`config.mk`:
```
export PLATFORM = sky130hd
export DESIGN_NAME = mbus_cycle_ctrl
export DESIGN_NICKNAME = d
export VERILOG_FILES = /design/src/rtl/mbc_pkg.sv /design/src/rtl/mbc_ctrl.sv /design/src/rtl/mbc_datapath.sv /design/src/rtl/mbus_cycle_ctrl.sv
export SDC_FILE = /design/constraint.sdc
export NUM_CORES = 1
export LEC_CHECK = 0
export CAP_MARGIN = 20
export CELL_PAD_IN_SITES_DETAIL_PLACEMENT = 0
export CELL_PAD_IN_SITES_GLOBAL_PLACEMENT = 2
export CORE_ASPECT_RATIO = 0.8
export CORE_UTILIZATION = 30
export CTS_BUF_LIST = sky130_fd_sc_hd__clkbuf_16
export DETAILED_ROUTE_END_ITERATION = 12
export HOLD_SLACK_MARGIN = 0.15
export PLACE_DENSITY = 0.84
export SLEW_MARGIN = 20
export SYNTH_ARGS = -nofsm -noshare
export SYNTH_HDL_FRONTEND = slang
export SYNTH_SLANG_ARGS = --single-unit
```
`constraint.sdc`:
```
create_clock -name clk -period 2.3 [get_ports clk]
set_input_delay 0.345 -clock clk [delete_from_list [all_inputs] [get_ports clk]]
set_output_delay 0.345 -clock clk [all_outputs]
set_load 0.02 [all_outputs]
```
`src/rtl/mbc_pkg.sv`:
```
package mbc_pkg;

  typedef enum logic [2:0] {
    ST_IDLE,
    ST_T1,
    ST_T2,
    ST_T3,
    ST_TW,
    ST_T4,
    ST_HOLD
  } busState_e;

  // Phase strobes from the sequencer to the datapath
  typedef struct packed {
    logic load;       // latch a new request
    logic capture;    // sample the shared lines (read data)
    logic addrPhase;  // T1
    logic cmdPhase;   // T2, T3, Tw, T4
    logic active;     // T1 .. T4
  } dpStrobe_t;

endpackage

```
`src/rtl/mbc_ctrl.sv`:
```
module mbc_ctrl
  import mbc_pkg::*;
(
  input  logic      clk,
  input  logic      rstN,
  input  logic      reqValid,
  input  logic      ready,
  input  logic      hold,
  output dpStrobe_t strb,
  output logic      reqReady,
  output logic      rspDone,
  output logic      ale,
  output logic      busOe,
  output logic      hlda
);

  busState_e state, nextState;
  logic holdNeg;

  always_comb begin
    nextState = state;
    unique case (state)
      ST_IDLE: begin
        if (hold)          nextState = ST_HOLD;
        else if (reqValid) nextState = ST_T1;
      end
      ST_T1:   nextState = ST_T2;
      ST_T2:   nextState = ST_T3;
      ST_T3:   nextState = ready ? ST_T4 : ST_TW;
      ST_TW:   nextState = ready ? ST_T4 : ST_TW;
      ST_T4:   nextState = hold ? ST_HOLD : ST_IDLE;
      ST_HOLD: nextState = hold ? ST_HOLD : ST_IDLE;
      default: nextState = ST_IDLE;
    endcase
  end

  always_ff @(posedge clk or negedge rstN) begin
    if (!rstN) state <= ST_IDLE;
    else       state <= nextState;
  end

  // Released on the falling edge after hold is seen low
  always_ff @(negedge clk or negedge rstN) begin
    if (!rstN) holdNeg <= 1'b0;
    else       holdNeg <= hold;
  end

  always_comb begin
    reqReady      = (state == ST_IDLE) && !hold;
    strb.load     = reqReady && reqValid;
    strb.capture  = ((state == ST_T3) || (state == ST_TW)) && ready;
    strb.addrPhase = (state == ST_T1);
    strb.cmdPhase = (state == ST_T2) || (state == ST_T3) ||
                    (state == ST_TW) || (state == ST_T4);
    strb.active   = strb.addrPhase || strb.cmdPhase;
    rspDone       = (state == ST_T4);
    ale           = strb.addrPhase;
    busOe         = (state != ST_HOLD);
    hlda          = (state == ST_HOLD) && holdNeg;
  end

endmodule

```
`src/rtl/mbc_datapath.sv`:
```
module mbc_datapath
  import mbc_pkg::*;
#(
  parameter int ADDR_W = 20,
  parameter int DATA_W = 16
) (
  input  logic                     clk,
  input  logic                     rstN,
  input  dpStrobe_t                strb,
  input  logic                     reqWrite,
  input  logic                     reqIo,
  input  logic [ADDR_W-1:0]        reqAddr,
  input  logic [DATA_W-1:0]        reqWdata,
  input  logic [DATA_W-1:0]        adIn,
  output logic [DATA_W-1:0]        adOut,
  output logic                     adOe,
  output logic [ADDR_W-DATA_W-1:0] addrHi,
  output logic                     rdN,
  output logic                     wrN,
  output logic                     ioM,
  output logic                     denN,
  output logic                     dtR,
  output logic [DATA_W-1:0]        rspRdata
);

  localparam int HI_W = ADDR_W - DATA_W;

  logic [ADDR_W-1:0] addrR;
  logic [DATA_W-1:0] wdataR;
  logic [DATA_W-1:0] rdataR;
  logic              writeR;
  logic              ioR;

  always_ff @(posedge clk or negedge rstN) begin
    if (!rstN) begin
      addrR  <= '0;
      wdataR <= '0;
      writeR <= 1'b0;
      ioR    <= 1'b0;
    end else if (strb.load) begin
      addrR  <= reqAddr;
      wdataR <= reqWdata;
      writeR <= reqWrite;
      ioR    <= reqIo;
    end
  end

  always_ff @(posedge clk or negedge rstN) begin
    if (!rstN)                       rdataR <= '0;
    else if (strb.capture && !writeR) rdataR <= adIn;
  end

  always_comb begin
    if (strb.addrPhase)                   adOut = addrR[DATA_W-1:0];
    else if (strb.cmdPhase && writeR)     adOut = wdataR;
    else                                  adOut = '0;
    adOe     = strb.addrPhase || (strb.cmdPhase && writeR);
    addrHi   = strb.active ? addrR[ADDR_W-1:DATA_W] : {HI_W{1'b0}};
    rdN      = !(strb.cmdPhase && !writeR);
    wrN      = !(strb.cmdPhase && writeR);
    ioM      = strb.active && ioR;
    denN     = !strb.cmdPhase;
    dtR      = strb.active && writeR;
    rspRdata = rdataR;
  end

endmodule

```
`src/rtl/mbus_cycle_ctrl.sv`:
```
module mbus_cycle_ctrl
  import mbc_pkg::*;
#(
  parameter int ADDR_W = 20,
  parameter int DATA_W = 16
) (
  input  logic                     clk,
  input  logic                     rstN,
  input  logic                     reqValid,
  input  logic                     reqWrite,
  input  logic                     reqIo,
  input  logic [ADDR_W-1:0]        reqAddr,
  input  logic [DATA_W-1:0]        reqWdata,
  output logic                     reqReady,
  output logic                     rspDone,
  output logic [DATA_W-1:0]        rspRdata,
  output logic [DATA_W-1:0]        adOut,
  output logic                     adOe,
  input  logic [DATA_W-1:0]        adIn,
  output logic [ADDR_W-DATA_W-1:0] addrHi,
  output logic                     ale,
  output logic                     rdN,
  output logic                     wrN,
  output logic                     ioM,
  output logic                     denN,
  output logic                     dtR,
  output logic                     busOe,
  input  logic                     ready,
  input  logic                     hold,
  output logic                     hlda
);

  dpStrobe_t strb;

  mbc_ctrl u_ctrl (
    .clk      (clk),
    .rstN     (rstN),
    .reqValid (reqValid),
    .ready    (ready),
    .hold     (hold),
    .strb     (strb),
    .reqReady (reqReady),
    .rspDone  (rspDone),
    .ale      (ale),
    .busOe    (busOe),
    .hlda     (hlda)
  );

  mbc_datapath #(.ADDR_W(ADDR_W), .DATA_W(DATA_W)) u_dp (
    .clk      (clk),
    .rstN     (rstN),
    .strb     (strb),
    .reqWrite (reqWrite),
    .reqIo    (reqIo),
    .reqAddr  (reqAddr),
    .reqWdata (reqWdata),
    .adIn     (adIn),
    .adOut    (adOut),
    .adOe     (adOe),
    .addrHi   (addrHi),
    .rdN      (rdN),
    .wrN      (wrN),
    .ioM      (ioM),
    .denN     (denN),
    .dtR      (dtR),
    .rspRdata (rspRdata)
  );

endmodule

```
==> summary.md <==
| Metric | Value |
|---|---|
| # diodes | `0` |
| Syn_nets | `281` |
| Io pins | `106` |
| Ranking of synthesized cells by area | `dfrtp_1 50%, mux2_4 11%, o32ai_1 9.8%` |
| Clock skew | `~6.4 ps` |
| IO Port Bufs | `105` |
| Die area | `9900 um2` |
| DRC | `18` |
| Via count | `2,285` |
| Max clock buf depth | `2` |
| Syn avg cell area | `12.8 um2` |
| Failing checks | `DRC, setup timing` |
| Arrival time at the worst endpoint | `2100 ps` |
| Sw Ratio | `around two fifths` |
| First-pass GRT wire length | `between 10 and 15 mm` |
| Clock sink total | `58` |
| Most used DFF post-synth | `dfrtp_1` |
| Wirelength per Cell | `roughly 16 um` |
| Global placement routability congestion | `0.732` |
| EDFF count, synth | `0` |
| Final setup viols | `1` |
| Synth top cells by count | `57 x dfrtp_1, 32 x o32ai_1, 20 x mux2_4` |
| VDD IR max | `0.499 mV` |
| Cell with the most instances after synthesis | `dfrtp_1` |
| GRT Total Usage | `15.4%` |
| Crit end category | `output pin` |
| Worst-path clk slew | `50 ps` |
| Core area | `9150 um2` |
| Share of the synthesized area in the top cell type | `50.0%` |
| Die Ht | `~89 um` |
| Leakage | `1.90 nW` |
| Distinct cells, synth | `30` |
| HP Class | `input pin to asynchronous set/reset pin` |
| Sequential area share after synthesis | `50.9%` |
| Hold Fails Final Rpt | `0` |
| TritonRoute pass-1 iters | `8` |
| Worst Slack Setup Final | `-149 ps` |
| Post-synth ARST share | `100%` |
| # rows | `31` |
| Required time of the critical path | `around 2000 ps` |
| Starting Density | `between 30% and 40%` |
| Htree depth | `3` |
| Outcome | `complete, but fails checks` |
| Final Core Density | `47.0%` |
| Slew margin rel. | `approximately 52%` |
| #FFs+latches synth | `58` |
| Placed Cells | `437` |
| Area Overhead vs Synth | `51.0%` |
| P_sw | `2.46 mW` |
| Layout cell share with drive strength beyond 1 | `between 20% and 30%` |
| Pwr dens | `1490 nW/um2` |
| Post-synth top area cell | `dfrtp_1` |
| Detail Route Antenna Nets | `0` |
| Worst-Margin Slew | `about 720 ps` |
| Root Driver | `clkbuf_16` |
| CTS tree | `done` |
| Starting DRT DRC Count | `92` |
| Vias in the first global route | `approximately 2.4k` |
| Post-route insts no fill | `452` |
| Cell area after synthesis | `2850 um2` |
| Via density | `roughly 5.1` |
| Internal | `3.96 mW` |
| WL met3 | `557 um` |
| Number of buffers created by CTS | `9` |
| Max-slew violations | `0` |
| Gate power share | `53.0%` |
| Aggregate global routing overflow | `0` |
| Die X | `111 um` |
| Clk network pwr share | `18.1%` |
| Clk Latency, worst-skew pair | `between 300 and 400 ps` |
| WS Path Type | `flip-flop to output pin` |
| Initial antenna violation count | `0` |
| Multi-input logic area | `between 1000 and 1500 um2` |
| Seq pwr share | `28.9%` |
| Met1 wire length | `3.31 mm` |
| Post-Synthesis Cells | `approximately 220` |
| Register Area | `1450 um2` |
| Nets | `392` |
| Yosys warnings | `0` |
| Met2 wire len | `3.23 mm` |
| Final HPWL DP | `4.77 mm` |
| Filler Cells Inserted | `around 880` |
| CTS Hold Bufs | `0` |
| DR top layer | `met4` |
| Max-Cap Viols | `0` |
| Total Wirelength | `roughly 7 mm` |
| Largest net degree at the start of global routing | `between 50 and 60` |
| CP max FO | `1` |
| Setup crit start kind | `flip-flop` |
| RSZ-0062 raised after global routing | `true` |
[cells in the final DEF, fill, tap and decap left out, drive strengths merged, types with 2 or more instances in the layout]
| cell type | count |
|---|---|
| buf | 18 |
| dlygate4sd2 | 19 |
| clkdlybuf4s50 | 78 |
| a22o | 16 |
| inv | 6 |
| clkinv | 3 |
| clkdlybuf4s15 | 4 |
| nor2 | 4 |
| o21ai | 2 |
| and2 | 7 |
| nand2 | 5 |
| mux2 | 38 |
| a21oi | 19 |
| o32ai | 32 |
| clkinvlp | 3 |
| nand2b | 3 |
| dfrtp | 57 |
| clkbuf | 10 |
[critical path: stages, from the launching register on]
cell     delay [ps]
dfrtn_1         380
inv_1            40
nor2_1           70
buf_4           140
[routing by layer]
layer | vias up | global-route usage, %
met4 | 0 | 4.36
met2 | 74 | 24.3
met1 | 1130 | 19.7
met3 | 4 | 6.17
li1 | 1077 | -
met5 | - | 0
[cells by family after synthesis]
family / share of synthesized area (%)
simple gates: 5.40
compound gates: 20.0
xor+xnor: 0.307
buf+inv: 5.44
fa+ha+maj: 0.351
mux: 17.6
flops: 50.9
[state kept, by name (all words and copies together) (netlist names)]
| signal | count |
|---|---|
| u_dp.addrR | 20 |
| u_dp.rspRdata | 16 |
| u_dp.wdataR | 16 |
| u_ctrl.state | 3 |
| u_ctrl.holdNeg | 1 |
| u_dp.ioR | 1 |
| u_dp.writeR | 1 |
[layout make-up]
| type | count | share of cell area, % |
|---|---|---|
| multi-input combinational | 137 | 29.0 |
| clock buffer | 9 | 5.23 |
| inverter | 6 | 0.523 |
| timing repair buffer | 121 | 27.4 |
| tap | 115 | 3.34 |
| sequential | 58 | 33.7 |
| clock inverter | 6 | 0.814 |
[through the flow]
stage	cell area (um2)	hold slack [ps]	setup WS (ps)	setup TNS, ps	power [mW]
floorplan	2850	49.4	116	0	3.98
global placement	4070	479	-277	-277	5.42
detailed placement	4070	487	-283	-283	5.47
CTS	4300	235	-165	-165	6.51
global route	4310	273	-243	-243	6.87
finish	4310	204	-149	-149	6.42
[what timing repair did]
action / 4_1_cts / 5_1_grt
resized for setup: 31 / 7
pin swaps: 1 / 0
endpoints found under the setup margin: 26 / 7
cloned: 0 / 0
setup buffers: 0 / 0
[worst paths after layout]
path | start | endpoint | slack (ps) | cells past startpoint
setup / recovery | u_ctrl.holdNeg | hlda | -150 | 3
hold / removal | rstN | u_dp.rspRdata[0] | 200 | 2
setup reg to reg | u_ctrl.state[0] | u_dp.rspRdata[9] | 370 | 5
hold reg to reg | u_dp.addrR[19] | u_dp.addrR[19] | 490 | 1
max in group asynchronous | rstN | u_ctrl.holdNeg | 1340 | 1
min in group clk | u_dp.addrR[19] | u_dp.addrR[19] | 490 | 1
[power by group through the flow]
| stage | Sequential (mW) | Clock [mW] | Combinational (mW) |
|---|---|---|---|
| after floorplan | 1.95 | 0 | 2.03 |
| after global placement | 1.85 | 0 | 3.57 |
| after detailed placement | 1.87 | 0 | 3.60 |
| after CTS | 1.86 | 1.20 | 3.45 |
| after global routing | 1.92 | 1.25 | 3.70 |
| final | 1.86 | 1.16 | 3.40 |
No activity file was read; power rests on OpenSTA's default activity.
